`src/rtl/omni_switch_pkg.sv`:
```
package omni_switch_pkg;

    localparam int N_PHASE = 4;
    localparam int PH_W    = 2;

    typedef enum logic [PH_W-1:0] {
        PH_X  = 2'd0,
        PH_XN = 2'd1,
        PH_Y  = 2'd2,
        PH_YN = 2'd3
    } phase_e;

    typedef struct packed {
        phase_e phase;
    } seq_state_t;

    typedef struct packed {
        logic [N_PHASE-1:0] res;
    } cap_state_t;

endpackage

```
`src/rtl/omni_phase_seq.sv`:
```
module omni_phase_seq
    import omni_switch_pkg::*;
(
    input  logic            clk,
    input  logic            rst_n,
    input  logic            cmp_valid,
    output logic [PH_W-1:0] phase,
    output logic            sweep_done
);

    seq_state_t st_d, st_q;

    always_comb begin
        st_d = st_q;
        if (cmp_valid) begin
            st_d.phase = phase_e'(st_q.phase + 2'd1);
        end
    end

    always_ff @(posedge clk or negedge rst_n) begin
        if (!rst_n) begin
            st_q <= '{phase: PH_X};
        end else begin
            st_q <= st_d;
        end
    end

    assign phase      = st_q.phase;
    assign sweep_done = cmp_valid && (st_q.phase == PH_YN);

    assert_phase_step_R2 : assert property (@(posedge clk) disable iff (!rst_n)
        cmp_valid |=> phase == $past(phase) + 2'd1);

    assert_phase_hold_R2 : assert property (@(posedge clk) disable iff (!rst_n)
        !cmp_valid |=> $stable(phase));

endmodule

```
`src/rtl/omni_result_bank.sv`:
```
module omni_result_bank
    import omni_switch_pkg::*;
(
    input  logic               clk,
    input  logic               rst_n,
    input  logic               wr_en,
    input  logic [PH_W-1:0]    wr_idx,
    input  logic               wr_bit,
    output logic [N_PHASE-1:0] res_next
);

    cap_state_t st_d, st_q;

    for (genvar k = 0; k < N_PHASE; k++) begin : g_slot
        always_comb begin
            st_d.res[k] = st_q.res[k];
            if (wr_en && (wr_idx == PH_W'(k))) begin
                st_d.res[k] = wr_bit;
            end
        end

        assert_slot_capture_R3 : assert property (@(posedge clk) disable iff (!rst_n)
            (wr_en && wr_idx == PH_W'(k)) |=> st_q.res[k] == $past(wr_bit));

        assert_slot_keep_R3 : assert property (@(posedge clk) disable iff (!rst_n)
            !(wr_en && wr_idx == PH_W'(k)) |=> $stable(st_q.res[k]));
    end

    always_ff @(posedge clk or negedge rst_n) begin
        if (!rst_n) begin
            st_q <= '{res: '1};
        end else begin
            st_q <= st_d;
        end
    end

    assign res_next = st_d.res;

endmodule

```
`src/rtl/omni_decide.sv`:
```
module omni_decide
    import omni_switch_pkg::*;
#(
    parameter int CODE_W = 4,
    localparam int IDX_W  = $clog2(CODE_W),
    localparam int HSEL_W = IDX_W + 1
) (
    input  logic [N_PHASE-1:0] res,
    input  logic [CODE_W-1:0]  trim,
    input  logic [HSEL_W-1:0]  hsel,
    output logic               sw_n,
    output logic [CODE_W-1:0]  code
);

    localparam int N_AXIS = N_PHASE / 2;

    logic [N_AXIS-1:0] pair_ok;
    logic [CODE_W-1:0] hyst_mask;

    for (genvar a = 0; a < N_AXIS; a++) begin : g_axis
        // pair ok when both polarities agree; a lone low result trips
        assign pair_ok[a] = ~(res[2*a] ^ res[2*a+1]);
    end

    assign sw_n = &pair_ok;

    for (genvar i = 0; i < CODE_W; i++) begin : g_mask
        assign hyst_mask[i] = !hsel[HSEL_W-1] && (hsel[IDX_W-1:0] == IDX_W'(i));
    end

    always_comb begin
        code = trim;
        if (!sw_n) begin
            code = trim & ~hyst_mask;
        end
    end

endmodule

```
`src/rtl/omni_switch_core.sv`:
```
module omni_switch_core
    import omni_switch_pkg::*;
#(
    parameter int CODE_W = 4,
    localparam int HSEL_W = $clog2(CODE_W) + 1
) (
    input  logic              clk,
    input  logic              rst_n,
    input  logic              cmp_valid,
    input  logic              cmp_bit,
    input  logic [CODE_W-1:0] trim_code,
    input  logic [HSEL_W-1:0] hyst_sel,
    output logic [PH_W-1:0]   phase_sel,
    output logic              sw_n,
    output logic [CODE_W-1:0] eff_code
);

    typedef struct packed {
        logic              sw;
        logic [CODE_W-1:0] code;
    } out_state_t;

    out_state_t out_d, out_q;

    logic               sweep_done;
    logic [N_PHASE-1:0] res_next;
    logic               dec_sw;
    logic [CODE_W-1:0]  dec_code;

    omni_phase_seq u_seq (
        .clk        (clk),
        .rst_n      (rst_n),
        .cmp_valid  (cmp_valid),
        .phase      (phase_sel),
        .sweep_done (sweep_done)
    );

    omni_result_bank u_bank (
        .clk      (clk),
        .rst_n    (rst_n),
        .wr_en    (cmp_valid),
        .wr_idx   (phase_sel),
        .wr_bit   (cmp_bit),
        .res_next (res_next)
    );

    omni_decide #(.CODE_W(CODE_W)) u_dec (
        .res  (res_next),
        .trim (trim_code),
        .hsel (hyst_sel),
        .sw_n (dec_sw),
        .code (dec_code)
    );

    always_comb begin
        out_d = out_q;
        if (sweep_done) begin
            out_d.sw   = dec_sw;
            out_d.code = dec_code;
        end
    end

    always_ff @(posedge clk or negedge rst_n) begin
        if (!rst_n) begin
            out_q <= '{sw: 1'b1, code: '0};
        end else begin
            out_q <= out_d;
        end
    end

    assign sw_n     = out_q.sw;
    assign eff_code = out_q.code;

    assert_out_hold_R8 : assert property (@(posedge clk) disable iff (!rst_n)
        !sweep_done |=> ($stable(sw_n) && $stable(eff_code)));

    assert_released_code_R6 : assert property (@(posedge clk) disable iff (!rst_n)
        sweep_done |=> (!sw_n || eff_code == $past(trim_code)));

    assert_tripped_subset_R7 : assert property (@(posedge clk) disable iff (!rst_n)
        sweep_done |=> ((eff_code & ~$past(trim_code)) == '0));

endmodule

```
`config.mk`:
```
export PLATFORM = sky130hd
export DESIGN_NAME = omni_switch_core
export DESIGN_NICKNAME = d
export VERILOG_FILES = /design/src/rtl/omni_switch_pkg.sv /design/src/rtl/omni_phase_seq.sv /design/src/rtl/omni_result_bank.sv /design/src/rtl/omni_decide.sv /design/src/rtl/omni_switch_core.sv
export SDC_FILE = /design/constraint.sdc
export NUM_CORES = 1
export LEC_CHECK = 0
export CAP_MARGIN = 20
export CORE_MARGIN = 2
export CORE_UTILIZATION = 40
export CTS_CLUSTER_DIAMETER = 100
export DETAILED_ROUTE_END_ITERATION = 16
export PLACE_DENSITY = 0.66
export SETUP_SLACK_MARGIN = 0.4
export SYNTH_ARGS = -nofsm -noshare
export SYNTH_HDL_FRONTEND = slang
export SYNTH_SLANG_ARGS = --single-unit
```
`constraint.sdc`:
```
create_clock -name clk -period 2.05 [get_ports clk]
set_clock_uncertainty 0.05 [all_clocks]
set_input_delay 0.3075 -clock clk [delete_from_list [all_inputs] [get_ports clk]]
set_output_delay 0.3075 -clock clk [all_outputs]
set_load 0.01 [all_outputs]
```
Word-level counts from Yosys, hierarchy flattened

Cells that the tools add are included.

Flip-flop bits (word level): 11
Output and inout port bits: 7
Word-level logic and storage cells: 34
Input bits: 11

Reductions and logical operators: 12
Bitwise gates (word level): 6
Add/sub/neg operators: 1
Muxes and demuxes: 5
Equality and inequality tests: 6

Operators by type and width:

| cell                  | count |
|---|---|
| $eq A2 B2 Y1 const B  | 4 |
| $logic_and A1 B1 Y1   | 8 |
| $and A4 B4 Y4         | 1 |
| $eq A2 B1 Y1 const B  | 2 |
| $logic_not A2 Y1      | 2 |
| $mux W1               | 4 |
| $mux W4               | 1 |
| $not A4 Y4            | 1 |
| $add A2 B1 Y2 const B | 1 |
| $not A1 Y1            | 2 |
| $reduce_and A2 Y1     | 1 |
| $xor A1 B1 Y1         | 2 |
| $logic_not A1 Y1      | 1 |

Depth between registers and ports, before layout

Depth in word-level cells: 7
Depth in mapped cells: 7
Mapped depth without buffers: 7

By module

From an unflattened synthesis, not the netlist that was laid out.

Cells, all modules: 37
Area, all modules: 533.0 um2

Modules (own cells, without submodules):

| module           | area an instance (um2) | cells each | times used | sequential area each (um2) |
|---|---|---|---|---|
| omni_result_bank | 182.7                  | 12         | 1          | 105.1 |
| omni_switch_core | 182.7                  | 10         | 1          | 126.4 |
| omni_phase_seq   | 93.8                   | 6          | 1          | 50.0 |
| omni_decide      | 73.8                   | 9          | 1          | 0.0 |

Worst setup path before layout

OpenSTA, ideal clock, no wires.

Kind: register to register
Start point: reg u_seq.st_q, in the netlist u_seq.phase[0]
End point: reg out_q, in the netlist eff_code[0]
Cell stages (with the launch flop): 8
Path slack: 0.386 ns
Path buffers: 1
Data arrival time: 1.492 ns
Required time: 1.877 ns
Path through: dfrtp_1 > ha_1 > buf_6 > a22oi_1 > o211ai_1 > and3_4 > nor3_2 > nor3_2

Longest elaborated chain between the ends: 7
Elaborated cells on any way between the ends: 18

RTL lines:

| what                                          | RTL line                                     | text |
|---|---|---|
| start: declaration                            | omni_phase_seq.sv:11                         | `seq_state_t st_d, st_q;` |
| start signal: assignment                      | omni_phase_seq.sv:22                         | `st_q <= '{phase: PH_X};` |
| start signal: assignment                      | omni_phase_seq.sv:24                         | `st_q <= st_d;` |
| $eq A2 B1 Y1 (tied with other cells)          | omni_result_bank.sv:17                       | `if (wr_en && (wr_idx == PH_W'(k))) begin` |
| $logic_and A1 B1 Y1, on equally long branches | omni_result_bank.sv:17, omni_phase_seq.sv:29 |  |
| $mux W1                                       | omni_result_bank.sv:17                       |  |
| $xor A1 B1 Y1                                 | omni_decide.sv:22                            | `assign pair_ok[a] = ~(res[2*a] ^ res[2*a+1]);` |
| $not A1 Y1                                    | omni_decide.sv:22                            |  |
| $reduce_and A2 Y1                             | omni_decide.sv:25                            | `assign sw_n = &pair_ok;` |
| $mux W4                                       | omni_decide.sv:33                            | `if (!sw_n) begin` |
| end signal: assignment                        | omni_switch_core.sv:65                       | `out_q <= '{sw: 1'b1, code: '0};` |
| end signal: assignment                        | omni_switch_core.sv:67                       | `out_q <= out_d;` |
| end: declaration                              | omni_switch_core.sv:23                       | `out_state_t out_d, out_q;` |

Several ways; a longest one is shown, not always the timed one.
A chain may end at the register's enable or synchronous reset.

Final worst setup path

Start point: reg u_seq.st_q, in the netlist u_seq.phase[1]
End point: reg out_q, in the netlist eff_code[3]

The elaborated chain is that of the path after synthesis.

==> run metrics <==
leading cell types by count after synthesis nand2_1 (11), dfrtp_1 (6), dfstp_2 (5), nor3_2 (5); Die Y-Extent 48.2 um; clock latency at the later pin of the worst-skew pair 0.27 ns; area of the mapped netlist 782 um2; violation count after the first detailed-route iteration 6; delay of the slowest critical-path stage 0.46 ns; number of warning messages in the yosys log 0; number of buffers created by CTS 3; number of vias in the routed layout 632; arrival time at the worst endpoint 1.73 ns; dominant synthesized flop cell dfrtp_1; sw power 0.000641 W; clock network fraction of design power 10.1%; remaining routing DRC violations 0; switching share of power 41.6%; Leak Pwr 0.446 nW; number of antenna violations at the first check in global routing 0; largest area contributor in the netlist dfrtp_1; largest net degree at the start of global routing 12; syn_nets 91; mean routed wirelength per cell 13.0 um; type of origin of the critical path flop; PwrDens 1410 nW/um2; Std-Cell Rows 15; wire length of the first global-routing pass 2230 um; total number of H-tree levels 1; Fmax 616 MHz; Post-Synthesis Mean Instance Area 10.3 um2; effective utilization at floorplan 43.9%; buffering stage count on the worst path with inverters included 0; Diodes inserted 0; share of power burned in registers 30.7%; area of the core region 1780 um2; clock tree from TritonCTS done; crit path max fanout 7; area of the die 2320 um2; Crit path depth 6; most frequent cell after synthesis nand2_1; Synth cell types 32; internal portion of total power 0.000900 W; peak ir drop on the vdd network 0.982 mV; category of cells accounting for the largest share of critical-path delay flip-flops; fraction of synthesis flops using an asynchronous set or reset pin 100%; setup tns final 0 ns; I/O pin total 18; Die W 48.2 um; global placement routability congestion 0.777; maxcap violations 0; sequential fraction of the synthesis area 36.0%; flops & latches, synth 11; Critical Path End Type flop; clock edge transition at the registers on the reported setup and hold paths 0.08 ns; RSZ-0062 raised after global routing yes; share of the synthesized area in the top cell type 19.2%; final hold violation count 0; Overall Global Routing Usage 14.1%; critical-path cell list ha_4 -> a22oi_2 -> o211ai_1 -> and3_4 -> nor3_2 -> a211oi_2; time the final worst path needs with I/O delays and setup 1.62 ns; number of enable-type register cells in the synthesized netlist 0; number of pins exceeding their max-slew limit in the final report 0; buffers added on ports 17; Worst Hold Margin 0.318 ns; Worst Reg-to-Reg Cells 6; Area growth, synth to finish 39.7%; number of hold buffers added after CTS 0; Final #Nets 116; portion of the clock cycle consumed by the worst path in the final layout 79.2%; count of endpoints failing setup in the final report 0; share of layout cells above drive strength 1 39.0%; Min-Delay Path Class in2async; slowest CP cell dfrtp_2; per-cell via count in the routed design 5.06; CTS max path bufs 2; start-to-end type of the worst setup path reg2reg; combinational share of power 59.3%; instance count of the mapped netlist 76; DP Wirelength 1150 um; slew of the pin with the lowest slew margin 0.496 ns; result of the run finished clean; via count of the first global-routing pass 500; remaining global-route overflow 0; TritonCTS Sinks 11; setup slack on the worst flop-to-flop path 0.43 ns; remaining antenna violation count 0; First-pass DRT Iterations 4; Final Routed Wirelength 1630 um; Data required, critical path 2.15 ns; clock root buffer clkbuf_4; relative max-transition margin 66.8%; biggest area contributors in the synthesized netlist dfrtp_1 (19%), dfstp_2 (17%), ha_1 (6.4%)
[worst register-to-register path, cell delays in order (launching register included)]
cell and delay (ns):
dfrtp_2 0.46, ha_4 0.22, a22oi_2 0.19, o211ai_1 0.11
and3_4 0.24, nor3_2 0.17, a211oi_2 0.06
[per-stage QoR]
stage                     area [um2]  total power (W)  utilization, %  instances  setup slack (ns)
after detailed placement         976          0.00122            54.7        117             0.183
after global routing            1090          0.00166            61.3        125             0.359
after CTS                       1020          0.00142            57.4        122             0.384
after global placement           976          0.00121            54.7        117             0.168
final                           1090          0.00154            61.3        125             0.426
after floorplan                  783         0.000995               -         76             0.403
[cell families after synthesis]
group / after synthesis / synth area share, %
AO/OA/AOI/OAI: 14 / 14.9
XOR/XNOR: 5 / 5.60
adder cells (fa/ha/maj): 4 / 6.40
buffers and inverters: 7 / 4.96
flip-flops: 11 / 36.0
multiplexers: 5 / 7.04
AND/OR/NAND/NOR: 30 / 25.1
[layer usage]
metal | track usage [%] | up-vias | wire length, um
met2 | 20.0 | 10 | 767
li1 | - | 317 | -
met1 | 20.4 | 303 | 797
met4 | 6.49 | 0 | 10
met3 | 2.59 | 2 | 52
met5 | 0 | - | 0
[layout make-up]
cell class / instances / area, um2
Fill cell: 158 / 691
Sequential cell: 11 / 284
Timing Repair Buffer: 23 / 219
Inverter: 4 / 15.0
Multi-Input combinational cell: 58 / 517
Clock buffer: 4 / 26.3
Tap cell: 25 / 31.3
[path summary, 6_finish.rpt]
check                                     from              to
worst max-delay path            u_seq.phase[1]     eff_code[3]
worst min-delay path                     rst_n  u_seq.phase[0]
worst max register to register  u_seq.phase[1]     eff_code[3]
worst min register to register            sw_n            sw_n
max in group asynchronous                rst_n            sw_n
min in group clk                     cmp_valid     eff_code[2]
[flip-flops by register name (all words and copies together) (netlist names)]
register	count
u_bank.st_q	4
sw_n	1
u_seq.phase	2
eff_code	4
[power groups by stage]
stage | clock (W) | sequential (W) | combinational [W]
6_report | 0.000155 | 0.000472 | 0.000913
5_1_grt | 0.000171 | 0.000485 | 0.00101
4_1_cts | 0.000161 | 0.000456 | 0.000802
3_5_place_dp | 0 | 0.000452 | 0.000772
3_3_place_gp | 0 | 0.000447 | 0.000763
2_1_floorplan | 0 | 0.000460 | 0.000535
[cell usage in the layout, fill, tap and decap left out, types with 2 or more instances in the layout]
cell type / netlist / routed
clkdlybuf4s50_1: 0 / 14
nand2_1: 11 / 11
buf_4: 1 / 6
dfstp_2: 5 / 5
inv_2: 1 / 4
xor2_1: 4 / 4
nor3_2: 5 / 4
nor2_1: 4 / 4
dfrtp_1: 6 / 4
nand3_1: 3 / 3
a211oi_2: 3 / 3
clkbuf_4: 0 / 3
mux2_2: 2 / 2
mux2_1: 2 / 2
nand4b_1: 2 / 2
o21ai_0: 2 / 2
o21ai_1: 2 / 2
nor3b_1: 2 / 2
ha_4: 0 / 2
dlymetal6s2s_1: 0 / 2
dfrtp_2: 0 / 2
[timing repair]
item | 4_1_cts | 5_1_grt
resized for setup | 4 | 12
endpoints found under the setup margin | 6 | 6
pin swaps | 1 | 2
buffers inserted | 1 | 3
endpoints found under the hold margin | 0 | 0
Power figures use the tool's default switching activity.
